## config.mk

```make
export PLATFORM = sky130hd
export DESIGN_NAME = jab_col_sqe
export DESIGN_NICKNAME = d
export VERILOG_FILES = /design/src/rtl/jab_col_sqe.sv
export SDC_FILE = /design/constraint.sdc
export NUM_CORES = 1
export LEC_CHECK = 0
export BUFFER_PORTS_ARGS = -buffer_cell sky130_fd_sc_hd__buf_2
export CAP_MARGIN = 25
export CORE_MARGIN = 5
export CORE_UTILIZATION = 56
export CTS_CLUSTER_DIAMETER = 40
export DETAILED_ROUTE_END_ITERATION = 10
export PLACE_DENSITY = 0.79
export RECOVER_POWER = 100
export REMOVE_ABC_BUFFERS = 1
export SKIP_CTS_REPAIR_TIMING = 1
export SLEW_MARGIN = 20
export SYNTH_ARGS = -nofsm -noshare
export SYNTH_HDL_FRONTEND = slang
export SYNTH_SLANG_ARGS = --single-unit
```

## constraint.sdc

```tcl
create_clock -name clk -period 2.47 [get_ports clk]
set_input_delay 0.247 -clock clk [delete_from_list [all_inputs] [get_ports clk]]
set_output_delay 0.247 -clock clk [all_outputs]
set_load 0.01 [all_outputs]
```

## src/rtl/jab_col_sqe.sv

```systemverilog
module jab_col_sqe #(
  parameter int HALF_CYC  = 5,
  parameter int JAB_CYC   = 5_000_000,
  parameter int UNJAB_CYC = 50_000_000,
  parameter int GAP_CYC   = 100,
  parameter int SQE_DLY   = 80,
  parameter int SQE_LEN   = 80
) (
  input  logic clk,
  input  logic rst_n,
  input  logic tx_crs,
  input  logic rx_crs,
  input  logic link_ok,
  input  logic sqe_en,
  input  logic loop_test,
  output logic ci_out,
  output logic tx_en,
  output logic xmt_stat,
  output logic rcv_stat
);
  localparam int JW = $clog2(JAB_CYC + 1);
  localparam int UW = $clog2(UNJAB_CYC + 1);
  localparam int GW = $clog2(GAP_CYC + 1);
  localparam int HW = $clog2(SQE_DLY + SQE_LEN + 1);
  localparam int PW = $clog2(2 * HALF_CYC + 1);
  localparam logic [JW-1:0] JLAST = JW'(JAB_CYC - 1);
  localparam logic [UW-1:0] ULAST = UW'(UNJAB_CYC - 1);
  localparam logic [GW-1:0] GLAST = GW'(GAP_CYC - 1);
  localparam logic [HW-1:0] HLAST = HW'(SQE_DLY + SQE_LEN);
  localparam logic [HW-1:0] HDLY  = HW'(SQE_DLY);
  localparam logic [PW-1:0] PLAST = PW'(2 * HALF_CYC - 1);
  localparam logic [PW-1:0] PHALF = PW'(HALF_CYC);

  logic          jab, tx_q;
  logic [JW-1:0] jcnt;
  logic [UW-1:0] ucnt;
  logic [GW-1:0] gcnt;
  logic [HW-1:0] hcnt;
  logic [PW-1:0] phase;

  wire run    = !loop_test;
  wire col    = run & link_ok & tx_crs & rx_crs;
  wire hb_on  = hcnt > HDLY;
  wire ci_req = jab | col | hb_on;

  assign tx_en    = link_ok & ~jab;
  assign xmt_stat = tx_crs & tx_en;
  assign rcv_stat = rx_crs & link_ok;

  always_ff @(posedge clk or negedge rst_n) begin
    if (!rst_n) begin
      jab <= 1'b0; jcnt <= '0; ucnt <= '0; gcnt <= '0;
    end else if (!run) begin
      jab <= 1'b0; jcnt <= '0; ucnt <= '0; gcnt <= '0;
    end else if (jab) begin
      if (tx_crs) ucnt <= '0;
      else if (ucnt == ULAST) begin
        jab <= 1'b0; ucnt <= '0; jcnt <= '0; gcnt <= '0;
      end else ucnt <= ucnt + 1'b1;
    end else if (tx_crs) begin
      gcnt <= '0;
      if (jcnt == JLAST) begin
        jab  <= 1'b1;
        jcnt <= '0;
      end else jcnt <= jcnt + 1'b1;
    end else if (gcnt == GLAST) jcnt <= '0;
    else gcnt <= gcnt + 1'b1;
  end

  always_ff @(posedge clk or negedge rst_n) begin
    if (!rst_n) begin
      tx_q <= 1'b0; hcnt <= '0;
    end else begin
      tx_q <= tx_crs;
      if (!run || tx_crs) hcnt <= '0;
      else if (tx_q && !jab && sqe_en && link_ok) hcnt <= HW'(1);
      else if (hcnt == HLAST) hcnt <= '0;
      else if (hcnt != '0) hcnt <= hcnt + 1'b1;
    end
  end

  always_ff @(posedge clk or negedge rst_n) begin
    if (!rst_n) begin
      phase <= '0; ci_out <= 1'b0;
    end else begin
      ci_out <= ci_req && (phase < PHALF);
      if (!ci_req || phase == PLAST) phase <= '0;
      else phase <= phase + 1'b1;
    end
  end
endmodule


```

# == Yosys cells after proc, flatten, opt, wreduce, memory -nomap -nowiden ==
# Index checks and enable logic that the tools add are counted.
# classes
n_eq_ne,8
bitwise,9
n_reduce_logical,15
muxes,28
addsub,5
order_cmp,2
# op_table
cell,n
$mux 23,7
$mux 26,4
$mux 7,6
$mux 8,4
$add 26x1->26 const B,1
$eq 26x26->1 const B,1
$add 23x1->23 const B,1
$eq 23x23->1 const B,1
$add 8x1->8 const B,1
$eq 8x8->1 const B,1
$gt 8x7->1 const B,1
$reduce_bool 4->1,2
$reduce_bool 8->1,1
$add 7x1->7 const B,1
$eq 7x7->1 const B,1
$and 1x1->1,6
$mux 1,6
$reduce_and 3->1,2
$add 4x1->4 const B,1
$eq 4x4->1 const B,1
$logic_and 1x1->1,4
$lt 4x3->1 const B,1
$mux 4,1
$ne 4x4->1 const B,1
7 further kinds,11
# word_totals
out_inout_bits,4
word_cells,75
reg_bits,71
in_bits,7

# == Longest topological paths before layout ==
# depth
word_depth,9
ltp_mapped,9
ltp_nobuf,8

# == Worst setup path before layout ==
# OpenSTA, ideal clock, no wires.
# synth_timing
kind,register to register
start,register gcnt[0]
end,register jcnt[22]
period_less_slack_ps,2186
arrival_time_ps,2109
setup_time_ps,77
stages_incl_launch_ff,8
required_time_ps,2393
path_buffers,0
path_slack_ps,284
cell_sequence,dfrtp_1 -> ha_1 -> nand4b_1 -> nor3_1 -> a2bb2oi_1 -> o21ai_2 -> or4_1 -> a21oi_1
# synth_via
elab_chain_len,3
# synth_lines
item,line,source
"start, declared",37,logic [GW-1:0] gcnt;
"start signal, assigned",67,else gcnt <= gcnt + 1'b1;
$eq 7x7->1,66,end else if (gcnt == GLAST) jcnt <= '0;
$reduce_bool 4->1 (no line),--,
$reduce_and 3->1 (no line),--,
"end signal, assigned",65,end else jcnt <= jcnt + 1'b1;
"end, declared",35,logic [JW-1:0] jcnt;
# No other way between the ends.
# A chain may end at the register's enable or synchronous reset.

# == Worst setup path after layout ==
# layout_timing
start,register ucnt[0]
end,register jcnt[22]
# layout_via
elab_chain_len,3
# layout_lines
item,line,source
"start, declared",36,logic [UW-1:0] ucnt;
"start signal, assigned",59,end else ucnt <= ucnt + 1'b1;
$eq 26x26->1,57,else if (ucnt == ULAST) begin
$ne 3x2->1 (no line),--,
$reduce_and 3->1 (no line),--,
# No other way between the ends.

==> metrics.md <==
| Metric | Value |
|---|---|
| Status | `complete, no violations` |
| Clk Latency, worst-skew pair | `0.34 ns` |
| Total die area | `between 8000 and 9000 um2` |
| Largest cells by area after synthesis | `dfrtp_1, nor2_1, xor2_1, o21ai_0, nand2_1` |
| Worst R2R Start | `ucnt[0]` |
| Final hold violation count | `0` |
| Vias in the first global route | `between 3000 and 4000` |
| Worst R2R Path Depth | `9` |
| Post-synth EDFFs | `0` |
| Layout Nets | `between 400 and 500` |
| Final Skew | `about 0.010 ns` |
| Maximum clock path buffer count | `2` |
| Clock period minus final worst setup slack | `roughly 2.3 ns` |
| Fmax | `approximately 440 MHz` |
| Core box area | `~6700 um2` |
| Reg2Reg Capture Point | `jcnt[22]` |
| Slew HR | `roughly 37%` |
| WL/cell | `about 15 um` |
| Post-synth top area share | `a little under half` |
| Critical Path Fanout Max | `19` |
| P_leak | `between 1.5 and 2 nW` |
| Tightest Pin Transition | `0.940 ns` |
| Max Cap Viol | `0` |
| H-tree levels | `3` |
| Largest net degree at the start of global routing | `32` |
| CP Launch Type | `flip-flop` |
| #FFs+latches synth | `71` |
| Power per cell area | `~570 nW/um2` |
| First-pass GRT wire length | `14200 um` |
| Setup CP Type | `reg -> reg` |
| Die Y-Extent | `around 90 um` |
| Starting DRT DRC Count | `182` |
| Worst reg-to-reg setup slack | `0.21 ns` |
| Commonest cells post-synth | `dfrtp_1, nor2_1, o21ai_0` |
| Synth async-reset ratio | `100%` |
| CTS tree | `done` |
| 1st-pass router iterations | `4` |
| Initial antenna violation count | `0` |
| Ports | `11` |
| Drt total wl | `roughly 7800 um` |
| Yosys top cell by area | `dfrtp_1` |
| N_diodes | `0` |
| VDD IR max | `roughly 0.00030 V` |
| Die width | `between 90 and 100 um` |
| PortBufs | `10` |
| Initial Utilization | `between 50% and 60%` |
| Gpl congestion | `approximately 0.84` |
| Layout cell share with drive strength beyond 1 | `about a tenth` |
| DRC Markers | `0` |
| Area growth syn-to-layout | `12.3%` |
| Data required, critical path | `2.68 ns` |
| Worst hold-check slack | `approximately 0.17 ns` |
| Syn Inst Count | `420` |
| Register area share after synthesis | `between 40% and 50%` |
| Fin crit share | `91.6%` |
| Post-Synthesis Cell Area | `around 3800 um2` |
| Hold Path Stages | `1` |
| Most numerous cell in the Yosys netlist | `dfrtp_1` |
| Overall Global Routing Usage | `approximately 20%` |
| RSZ-0062 raised after global routing | `no` |
| Tot Pwr | `about 2.4 mW` |
| Clock net sink count | `slightly above 70` |
| Hold EP | `tx_q` |
| Top FF cell, synth | `dfrtp_1` |
| Mean post-synth cell area | `between 9 and 10 um2` |
| Yosys Warn Count | `0` |
| Std cell rows | `30` |
| Overflow left after global routing | `0` |
| DP HPWL | `~5600 um` |
| Reg clk slew, reported paths | `~0.08 ns` |
| WP data arrival | `2.47 ns` |
| Worst Hold Class | `in -> reg` |
| CTS buffer count | `9` |
| Max-slew violation count | `0` |
| Hold Crit Start | `tx_crs` |
| Setup violations, final | `0` |
| Post-synthesis cell type count | `50` |
| DR vias/cell | `a little under 6` |
| Crit. End Element | `flip-flop` |
| Routed vias | `3134` |
| Fill count | `531` |
| Detail Route Antenna Nets | `0` |
| CTS Root Cell | `clkbuf_8` |
[layout by cell type, fill, tap and decap left out, types with 2 or more instances in the layout]
cell and n:
and4_1 2, nor2_1 61, xor2_1 22, bufinv_16 3, ha_1 8, nand3_1 22
nor2b_1 2, o21ai_0 34, nand2b_1 3, nor4b_1 2, or2_1 2, and2_1 4
clkbuf_8 11, nand4_1 7, buf_4 10, inv_1 19, a31oi_1 3, and2_0 4
o2111ai_1 6, a21oi_1 23, clkbuf_2 2, nand4_2 2, and3_1 14, dfrtp_1 71
o31ai_1 5, xnor2_1 12, a41oi_1 2, buf_2 5, o211ai_1 10, o21ai_1 2
clkbuf_1 9, or3_1 8, nand2_1 31, nor3_1 10
[registers in the layout, indices dropped and copies added (netlist names)]
name    flops
gcnt        7
ci_out      1
jab         1
tx_q        1
jcnt       23
phase       4
hcnt        8
ucnt       26
[logic make-up (layout without fill, tap and decap cells)]
| group | after synthesis | after routing | share of synthesized area, % |
|---|---|---|---|
| and+or+nand+nor | 183 | 183 | 24.5 |
| AOI/OAI and AO/OA | 93 | 93 | 15.1 |
| DFF | 71 | 71 | 46.5 |
| xor gates and xnor gates | 34 | 34 | 7.80 |
| buffers and inverters | 30 | 63 | 3.14 |
| adders and majority gates | 8 | 8 | 2.62 |
| muxes | 1 | 1 | 0.262 |
[worst max path at each step]
stage / end / from / slack (ns) / cells after the start
floorplan: jcnt[19] / gcnt[0] / -0.1 / 7
global placement: jcnt[22] / ucnt[7] / 0.33 / 8
detailed placement: jcnt[22] / gcnt[0] / 0.24 / 8
CTS: jcnt[22] / gcnt[0] / 0.20 / 8
global route: jcnt[21] / ucnt[0] / 0.03 / 9
finish: jcnt[22] / ucnt[0] / 0.21 / 9
[metal layers]
metal | track usage [%] | wire length, um
met1 | 26.4 | 3650
met2 | 34.7 | 3880
met3 | 4.39 | 236
met4 | 5.32 | 69
met5 | 0 | 0
[cell type report]
cell class	count	area, um2	share of cell area [%]
sequential	71	1780	41.4
multi-input combinational	319	1910	44.6
timing repair buffer	28	174	4.05
inverter	19	71.3	1.66
tap	80	100	2.33
clock buffer	11	151	3.53
clock inverter	5	104	2.42
[power breakdown]
group,switching (mW),internal (mW),total (mW),leakage [nW]
clock,0.432,0.726,1.16,0.130
sequential,0.00560,1.17,1.17,0.987
combinational,0.0774,0.0304,0.108,0.771
total,0.515,1.93,2.44,1.89
[critical path, cell delays in order, from the launching register on]
cell and delay, ns:
dfrtp_1 0.39, ha_1 0.21, nand2_1 0.09, or2_1 0.29
o41ai_1 0.40, clkbuf_1 0.18, inv_1 0.07, o21ai_1 0.24
buf_12 0.19, a21oi_1 0.05
[through the flow]
stage          utilization, %  setup WS [ns]  TNS, ns  instance area, um2  cells
6_report                 63.8          0.208        0                4290    533
5_1_grt                  63.8         0.0266        0                4290    533
4_1_cts                  64.4          0.202        0                4330    532
3_5_place_dp             60.6          0.245        0                4070    516
3_3_place_gp             60.6          0.331        0                4070    516
2_1_floorplan               -        -0.0950   -0.330                3770    409
Note: power is estimated with default switching activity, not from simulation.
